--- config.mk ---
export PLATFORM = sky130hd
export DESIGN_NAME = cs_addr_buf
export DESIGN_NICKNAME = d
export VERILOG_FILES = /design/src/rtl/cab_pkg.sv /design/src/rtl/cab_rst_sync.sv /design/src/rtl/cab_fanout.sv /design/src/rtl/cs_addr_buf.sv
export SDC_FILE = /design/constraint.sdc
export NUM_CORES = 1
export LEC_CHECK = 0
export ABC_AREA = 1
export BUFFER_PORTS_ARGS = -buffer_cell sky130_fd_sc_hd__buf_2
export CORE_ASPECT_RATIO = 2
export CORE_UTILIZATION = 49
export CTS_CLUSTER_DIAMETER = 200
export DETAILED_ROUTE_END_ITERATION = 8
export HOLD_SLACK_MARGIN = 0.15
export PLACE_DENSITY = 0.95
export SYNTH_ARGS = -nofsm -noshare
export SYNTH_HDL_FRONTEND = slang
export SYNTH_SLANG_ARGS = --single-unit
--- constraint.sdc ---
create_clock -name clk -period 1.8 [get_ports clk]
set_clock_uncertainty 0.2 [all_clocks]
set_input_delay 0 -clock clk [delete_from_list [all_inputs] [get_ports clk]]
set_output_delay 0 -clock clk [all_outputs]
set_load 0.03 [all_outputs]
--- src/rtl/cab_pkg.sv ---
package cab_pkg;
  localparam int unsigned CAB_IN_W   = 25;
  localparam int unsigned CAB_NARROW = 14;

  typedef enum logic {
    CAB_WIDE  = 1'b0,
    CAB_SPLIT = 1'b1
  } cab_mode_e;
endpackage

--- src/rtl/cab_rst_sync.sv ---
module cab_rst_sync #(
  parameter int unsigned STAGES = 2
) (
  input  logic clk,
  input  logic rst_n,
  output logic rst_ok
);
  logic [STAGES-1:0] chain;

  always_ff @(posedge clk or negedge rst_n) begin
    if (!rst_n) chain <= '0;
    else        chain <= {chain[STAGES-2:0], 1'b1};
  end

  assign rst_ok = chain[STAGES-1];
endmodule

--- src/rtl/cab_fanout.sv ---
module cab_fanout
  import cab_pkg::*;
#(
  parameter int unsigned IN_W   = CAB_IN_W,
  parameter int unsigned NARROW = CAB_NARROW,
  parameter int unsigned OUT_W  = (IN_W > 2*NARROW) ? IN_W : 2*NARROW
) (
  input  cab_mode_e        mode,
  input  logic [IN_W-1:0]  din,
  output logic [OUT_W-1:0] fan
);
  for (genvar i = 0; i < OUT_W; i++) begin : g_bit
    logic wide_b, split_b;
    if (i < IN_W) begin : g_w
      assign wide_b = din[i];
    end else begin : g_wz
      assign wide_b = 1'b0;
    end
    if (i < NARROW) begin : g_lo
      assign split_b = din[i];
    end else if (i < 2*NARROW) begin : g_hi
      assign split_b = din[i-NARROW];
    end else begin : g_sz
      assign split_b = 1'b0;
    end
    assign fan[i] = (mode == CAB_SPLIT) ? split_b : wide_b;
  end
endmodule

--- src/rtl/cs_addr_buf.sv ---
module cs_addr_buf
  import cab_pkg::*;
#(
  parameter int unsigned IN_W   = CAB_IN_W,
  parameter int unsigned NARROW = CAB_NARROW,
  localparam int unsigned OUT_W = (IN_W > 2*NARROW) ? IN_W : 2*NARROW
) (
  input  logic             clk,
  input  logic             rst_n,
  input  logic             cfg_split,
  input  logic [IN_W-1:0]  din,
  input  logic             cs0_n,
  input  logic             cs1_n,
  input  logic             odt_in,
  input  logic             cke_in,
  output logic [OUT_W-1:0] q_data,
  output logic             q_cs,
  output logic             q_odt,
  output logic             q_cke
);
  logic             rst_ok;
  cab_mode_e        mode_q;
  logic [OUT_W-1:0] fan;
  logic             capture;

  cab_rst_sync #(.STAGES(2)) u_rst (
    .clk    (clk),
    .rst_n  (rst_n),
    .rst_ok (rst_ok)
  );

  // Layout is latched only while the block is held in reset.
  always_ff @(posedge clk) begin
    if (!rst_ok) mode_q <= cab_mode_e'(cfg_split);
  end

  cab_fanout #(.IN_W(IN_W), .NARROW(NARROW), .OUT_W(OUT_W)) u_fan (
    .mode (mode_q),
    .din  (din),
    .fan  (fan)
  );

  assign capture = ~(cs0_n & cs1_n);

  always_ff @(posedge clk or negedge rst_ok) begin
    if (!rst_ok)      q_data <= '0;
    else if (capture) q_data <= fan;
  end

  always_ff @(posedge clk or negedge rst_ok) begin
    if (!rst_ok) begin
      q_cs  <= 1'b0;
      q_odt <= 1'b0;
      q_cke <= 1'b0;
    end else begin
      q_cs  <= cs0_n;
      q_odt <= odt_in;
      q_cke <= cke_in;
    end
  end
endmodule

# After elaboration in Yosys (flattened, before gate mapping)

Index checks and enable logic that the tools add are counted.

Logic and storage cells: 21
Bits in registers: 34

Muxes and demuxes: 14
Bitwise operators: 1

Operator list:

| kind             | number |
|---|---|
| 2-to-1 mux 1 bit | 14 |
| AND 1 bit        | 1 |

# Depth between registers and ports, before layout

Gate-level depths: netlist of the first run.

Depth after elaboration: 1
Depth in mapped cells: 6
Gate-level depth less buffers: 4

# Modules after synthesis

Synthesis of the first run repeated with hierarchy kept, for this count alone.

Cells, all modules: 185
Area total of the unflattened synthesis: 1600.3 um^2

Modules (own cells, without submodules):

| module       | instances | sequential area each (um^2) | area an instance (um^2) | cells an instance |
|---|---|---|---|---|
| cs_addr_buf  | 1         | 805.8                       | 1266.2                  | 126 |
| cab_fanout   | 1         | 0.0                         | 280.3                   | 56 |
| cab_rst_sync | 1         | 50.0                        | 53.8                    | 3 |

# Worst setup path before layout of the first run

Ideal clock, no wire load.

Path kind: reg-to-reg
Start point: register u_rst.chain[1]
End point: register mode_q, enable pin
Arrival: 1.074 ns
Period minus slack after synthesis: 1.554 ns
Path slack: 0.246 ns
Cell stages (with the launch flop): 2
Library setup time: 0.280 ns
Cell sequence: dfrtp_1 > inv_1

RTL lines:

| item                     | line               | source |
|---|---|---|
| start: declaration       | cab_rst_sync.sv:8  | `logic [STAGES-1:0] chain;` |
| start signal: assignment | cab_rst_sync.sv:12 | `else chain <= {chain[STAGES-2:0], 1'b1};` |
| end signal: assignment   | cs_addr_buf.sv:34  | `if (!rst_ok) mode_q <= cab_mode_e'(cfg_split);` |
| end: declaration         | cs_addr_buf.sv:22  | `cab_mode_e mode_q;` |

No word-level cell between the ends.

# Worst setup path after layout of the first run

Start point: input port cs0_n
End point: register q_data[25]

Longest elaborated chain between the ends: 1

Ends and longest elaborated chain:

| item                   | line              | source |
|---|---|---|
| start: declaration     | cs_addr_buf.sv:12 | `input logic cs0_n,` |
| AND 1 bit              | cs_addr_buf.sv:43 | `assign capture = ~(cs0_n & cs1_n);` |
| end signal: assignment | cs_addr_buf.sv:47 | `else if (capture) q_data <= fan;` |
| end: declaration       | cs_addr_buf.sv:16 | `output logic [OUT_W-1:0] q_data,` |

Every way passes these cells.
A chain may end at the register's enable or synchronous reset.

==> results of run 1 <==
-- cell usage after synthesis --
cell type and count:
inv_2 1, dfrtp_1 33, nand2_2 1, inv_1 24, nand3_1 11, o21ai_0 14
nand2_1 67, edfxtp_1 1, buf_6 2, conb_1 1, buf_2 5
-- critical path, delay by kind of cell --
| kind | cells | cell delay (ps) |
|---|---|---|
| AOI/OAI and AO/OA | 1 | 200 |
| buffers and inverters | 3 | 1280 |
| and+or+nand+nor | 2 | 260 |
-- power by group --
group	switching [mW]	internal, mW	total [mW]
combinational	0.271	0.153	0.424
clock	0.291	0.407	0.698
sequential	0.0378	0.831	0.869
total	0.600	1.39	1.99
-- repair_timing --
action	CTS	global route
hold endpoints to repair	34	0
hold buffers	36	0
resized for setup	0	1
endpoints found under the setup margin	0	4
-- sequential cells by signal, indices dropped and copies added (netlist names) --
signal       count
q_cs             1
mode_q           1
u_rst.chain      2
q_data          28
q_cke            1
q_odt            1
-- routing by layer --
metal / vias to the layer above / track usage [%]
met4: 0 / 31.0
met5: - / 0
li1: 675 / -
met2: 73 / 57.5
met1: 708 / 36.0
met3: 32 / 7.80
-- path summary, 6_finish.rpt --
check                                               from                       end  slack [ps]  cells after the start
worst min register to register  u_rst.chain[1]$_DFF_PN0_    q_data[18]$_DFFE_PN0N_         170                      1
worst max register to register          mode_q$_DFFE_PN_    q_data[15]$_DFFE_PN0N_         370                      4
min in group clk                u_rst.chain[0]$_DFF_PN0_  u_rst.chain[1]$_DFF_PN0_         170                      0
max in group asynchronous                          rst_n  u_rst.chain[0]$_DFF_PN0_         920                      3
worst max-delay path                               cs0_n    q_data[25]$_DFFE_PN0N_          50                      6
worst min-delay path            u_rst.chain[1]$_DFF_PN0_    q_data[18]$_DFFE_PN0N_         170                      1
-- cell families after synthesis --
family / synth area share [%]
AOI/OAI and AO/OA: 5.06
buffers and inverters: 10.2
DFF: 61.8
other: 0.271
and+or+nand+nor: 22.6
-- area by class of cell --
cell class                 count  area, um2
tap                           28       35.0
sequential                    34        856
fill                         158        432
multi-input combinational     94        392
clock inverter                 3       40.0
timing repair buffer         100        686
clock buffer                   5       68.8
inverter                      25       93.8
==> metrics.csv, run 1 <==
metric,value,unit
fin_setup_tns,0,ps
crit_required,1810,ps
yosysUniqueCellTypes,11,
netlist_area,1380,um2
setup_viol,0,
core,2600,um2
wl_met3,210,um
pre_cts_slack,470,ps
hold_ws,166,ps
post_cts_buffers,0,
crit_path_end_kind,flop,
fmax,572,MHz
syn2layout_area_growth,56.9,%
nets,292,
crit_fanout,15,
grt_pass1_vias,1595,
clockBufferDepth,2,
critPathArrivalTime,1750,ps
seq_area_frac_synth,61.8,%
fin_crit_sh,97.1,%
synth_top_area_share,59.7,%
critPathSlowestCell,dlygate4sd3_1,
post-route-min-period,1750,ps
slew_violations,0,
first_pass_iters,5,
htreeDepth,2,
cts_buffers,5,
final_common_cell,nand2_1,
met2_length,2470,um
gp_congestion,0.805,
wirelength,4620,um
max_slew.worst_pin.slew,572,ps
avgRoutedWirePerCell,16.0,um
grt_pass1_wl,7340,um
layout_common_cells,"nand2_1, buf_2, dlygate4sd3_1",
antenna_found_initial,0,
hold_viol_final,0,
cts.sinks,34,
grt_util_all_layers,36.2,%
die_w,39.6,um
slew_headroom,61.8,%
placed_area,1700,um2
num_rows,26,
crit_path_start_kind,input port,
crit_top_cell,dlygate4sd3_1,
routed_via_density,5.15,
diodes,0,
synthCells,160,
grt.overflow.total,0,
rsz0062_at_grt,no,
p_total,1.99,mW
die-area,3050,um2
min_path_type,reg2async,
yosysWarningCount,0,
dp_hpwl,2260,um
vias,1488,
layout-drive-gt1-share,28.4,%
num_io_pins,63,
status,completed,
peakVddDrop,0.757,mV
powerDensity,917,nW/um2
fp.dieH,77.2,um
start_util,53.2,%
dp_cells,245,
clk_latency,290,ps
fin_cells,289,
synth_seq_cells,34,
drc_errors,0,
power_leakage,1.21,nW
grt_max_degree,40,
cts-root-buf,clkbuf_8,
syn_nets,192,
stdcell_area,2170,um2
highest_layer,met4,
clkTransAtPathRegs,80,ps
ant_nets,0,
critical-path-max-stage-delay,600,ps
synth_area_leaders,"dfrtp_1, nand2_1, inv_1",
port_buffers,62,
drt-met1-wl,1580,um
yosys.area.top_type,dfrtp_1,
drt_iter0_drc,48,
crit_type,in2reg,
crit_chain,dlygate4sd3_1 > buf_2 > nand2_4 > nand2_1 > dlygate4sd3_1 > o21ai_0,
final_util,83.4,%
syn_area_per_cell,8.65,um2
tritoncts,done,
maxCapViolations,0,
fin_ws,52.3,ps
No activity file was read; power rests on OpenSTA's default activity.
==> run 2: changes to the inputs <==
Settings changed: BUFFER_PORTS_ARGS -buffer_cell sky130_fd_sc_hd__buf_2 to -buffer_cell sky130_fd_sc_hd__buf_4, CAP_MARGIN from default to 30.
==> run 2 against run 1 <==
Against the previous run:
- worst setup slack improved by 62 ps
- critical path depth is the same
- register-to-register slack gained 100 ps
- largest power group unchanged
- highest routed layer unchanged
==> metrics.csv, run 2 (synthesis gave the netlist of run 1 again) <==
metric,value,unit
syn2layout_area_growth,68.4,%
grt.overflow.total,0,
ant_nets,0,
hold_start,odt_in,
crit_fanout,15,
clk_latency,290,ps
antenna_found_initial,0,
slew_headroom,61.9,%
num_io_pins,63,
cts_buffers,5,
p_sw_share,28.5,%
comb_power_share,22.8,%
grt_pass1_wl,6670,um
cts-root-buf,clkbuf_8,
power.net_switching,0.591,mW
post-route-min-period,1690,ps
grt_pass1_vias,1471,
regMostFlops,q_data,
fmax,593,MHz
tritoncts,done,
post_cts_buffers,0,
crit_path_end_kind,flop,
layout-drive-gt1-share,28.1,%
avgRoutedWirePerCell,14.8,um
wirelength,4260,um
die-area,3050,um2
diodes,0,
num_rows,26,
powerDensity,889,nW/um2
crit_path_start_kind,input port,
cts.sinks,34,
grt_util_all_layers,32.3,%
crit_required,1810,ps
clockBufferDepth,2,
start_util,53.2,%
clkTransAtPathRegs,70,ps
fp.dieH,77.2,um
dp_hpwl,2220,um
peakVddDrop,0.782,mV
vias,1440,
htreeDepth,2,
top_regs,"q_data (28), u_rst.chain (2)",
die_w,39.6,um
hold_ws,157,ps
cp-startpoint,cs0_n,
fin_crit_sh,93.7,%
port_buffers,62,
largest_reg_flops,28,
critPathArrivalTime,1700,ps
max_slew.worst_pin.slew,571,ps
crit_type,in2reg,
power_leakage,1.26,nW
gp_congestion,0.731,
final_common_cell,nand2_1,
core,2600,um2
clockPowerShare,35.1,%
drt_iter0_drc,68,
first_pass_iters,4,
hold_viol_final,0,
nets,292,
rsz0062_at_grt,no,
fin_setup_tns,0,ps
min_path_type,in2reg,
status,completed,
rr_startpoint,u_rst.chain[1]$_DFF_PN0_,
setup_viol,0,
drc_errors,0,
layout_common_cells,"nand2_1, buf_4, dlygate4sd3_1",
routed_via_density,5.00,
pwr-share-seq,42.1,%
maxCapViolations,0,
p_int,1.48,mW
slew_violations,0,
grt_max_degree,40,
==> run 2: cell count changes in the layout (fill, tap and decap cells not counted) <==
cell	change
buf_2	-62
buf_4	+62
clkbuf_8	+1
clkinv_2	-2
==> run 2: worst paths after layout <==
kind                       cells after the start                       end  slack [ps]
max                                            6    q_data[25]$_DFFE_PN0N_         110
min                                            2           q_odt$_DFF_PN0_         160
max reg2reg                                    2    q_data[14]$_DFFE_PN0N_         470
min reg2reg                                    0  u_rst.chain[1]$_DFF_PN0_         160
max in group asynchronous                      2    q_data[14]$_DFFE_PN0N_         470
min in group asynchronous                      3  u_rst.chain[1]$_DFF_PN0_         360
==> run 2: metal layers <==
metal  GRT usage [%]  part of all wire (%)  vias to the layer above
met5               0                     0                        -
met1            37.4                    34                      679
met2            50.2                    56                       67
met3            8.67                   5.7                       19
li1                -                     -                      675
met4            19.0                   4.0                        0
==> run 2: critical path, cell delays in order <==
cell           delay [ps]
dlygate4sd3_1         540
buf_4                 150
nand2_4               160
nand2_1                80
dlygate4sd3_1         600
o21ai_0               170
==> run 2: timing repair <==
item / 4_1_cts / 5_1_grt
endpoints found under the hold margin: 65 / 0
setup endpoints to repair: 0 / 2
hold buffers: 36 / 0
resized for setup: 0 / 1
==> run 2: layout make-up <==
type	instances	area [um2]
clock buffer	6	82.6
timing repair buffer	100	841
fill	106	273
inverter	25	93.8
tap	28	35.0
multi-input combinational	94	392
sequential	34	856
clock inverter	1	30.0
==> run 2: stage by stage <==
step                      setup slack, ps  area, um2  cells  util [%]  power [mW]
final                                 114       2330    288      89.5        2.07
after global routing                 86.1       2330    288      89.5        2.13
after CTS                            59.9       2320    288      89.3        2.05
after detailed placement              514       1850    245      71.2        1.28
after global placement                569       1850    245      71.2        1.27
after floorplan                       246       1380    160         -        1.10
==> run 2: power groups by stage <==
stage,Combinational [mW],Sequential [mW],Clock (mW)
finish,0.472,0.871,0.728
global route,0.503,0.876,0.753
CTS,0.458,0.869,0.720
detailed placement,0.394,0.882,0
global placement,0.386,0.880,0
floorplan,0.0907,1.01,0
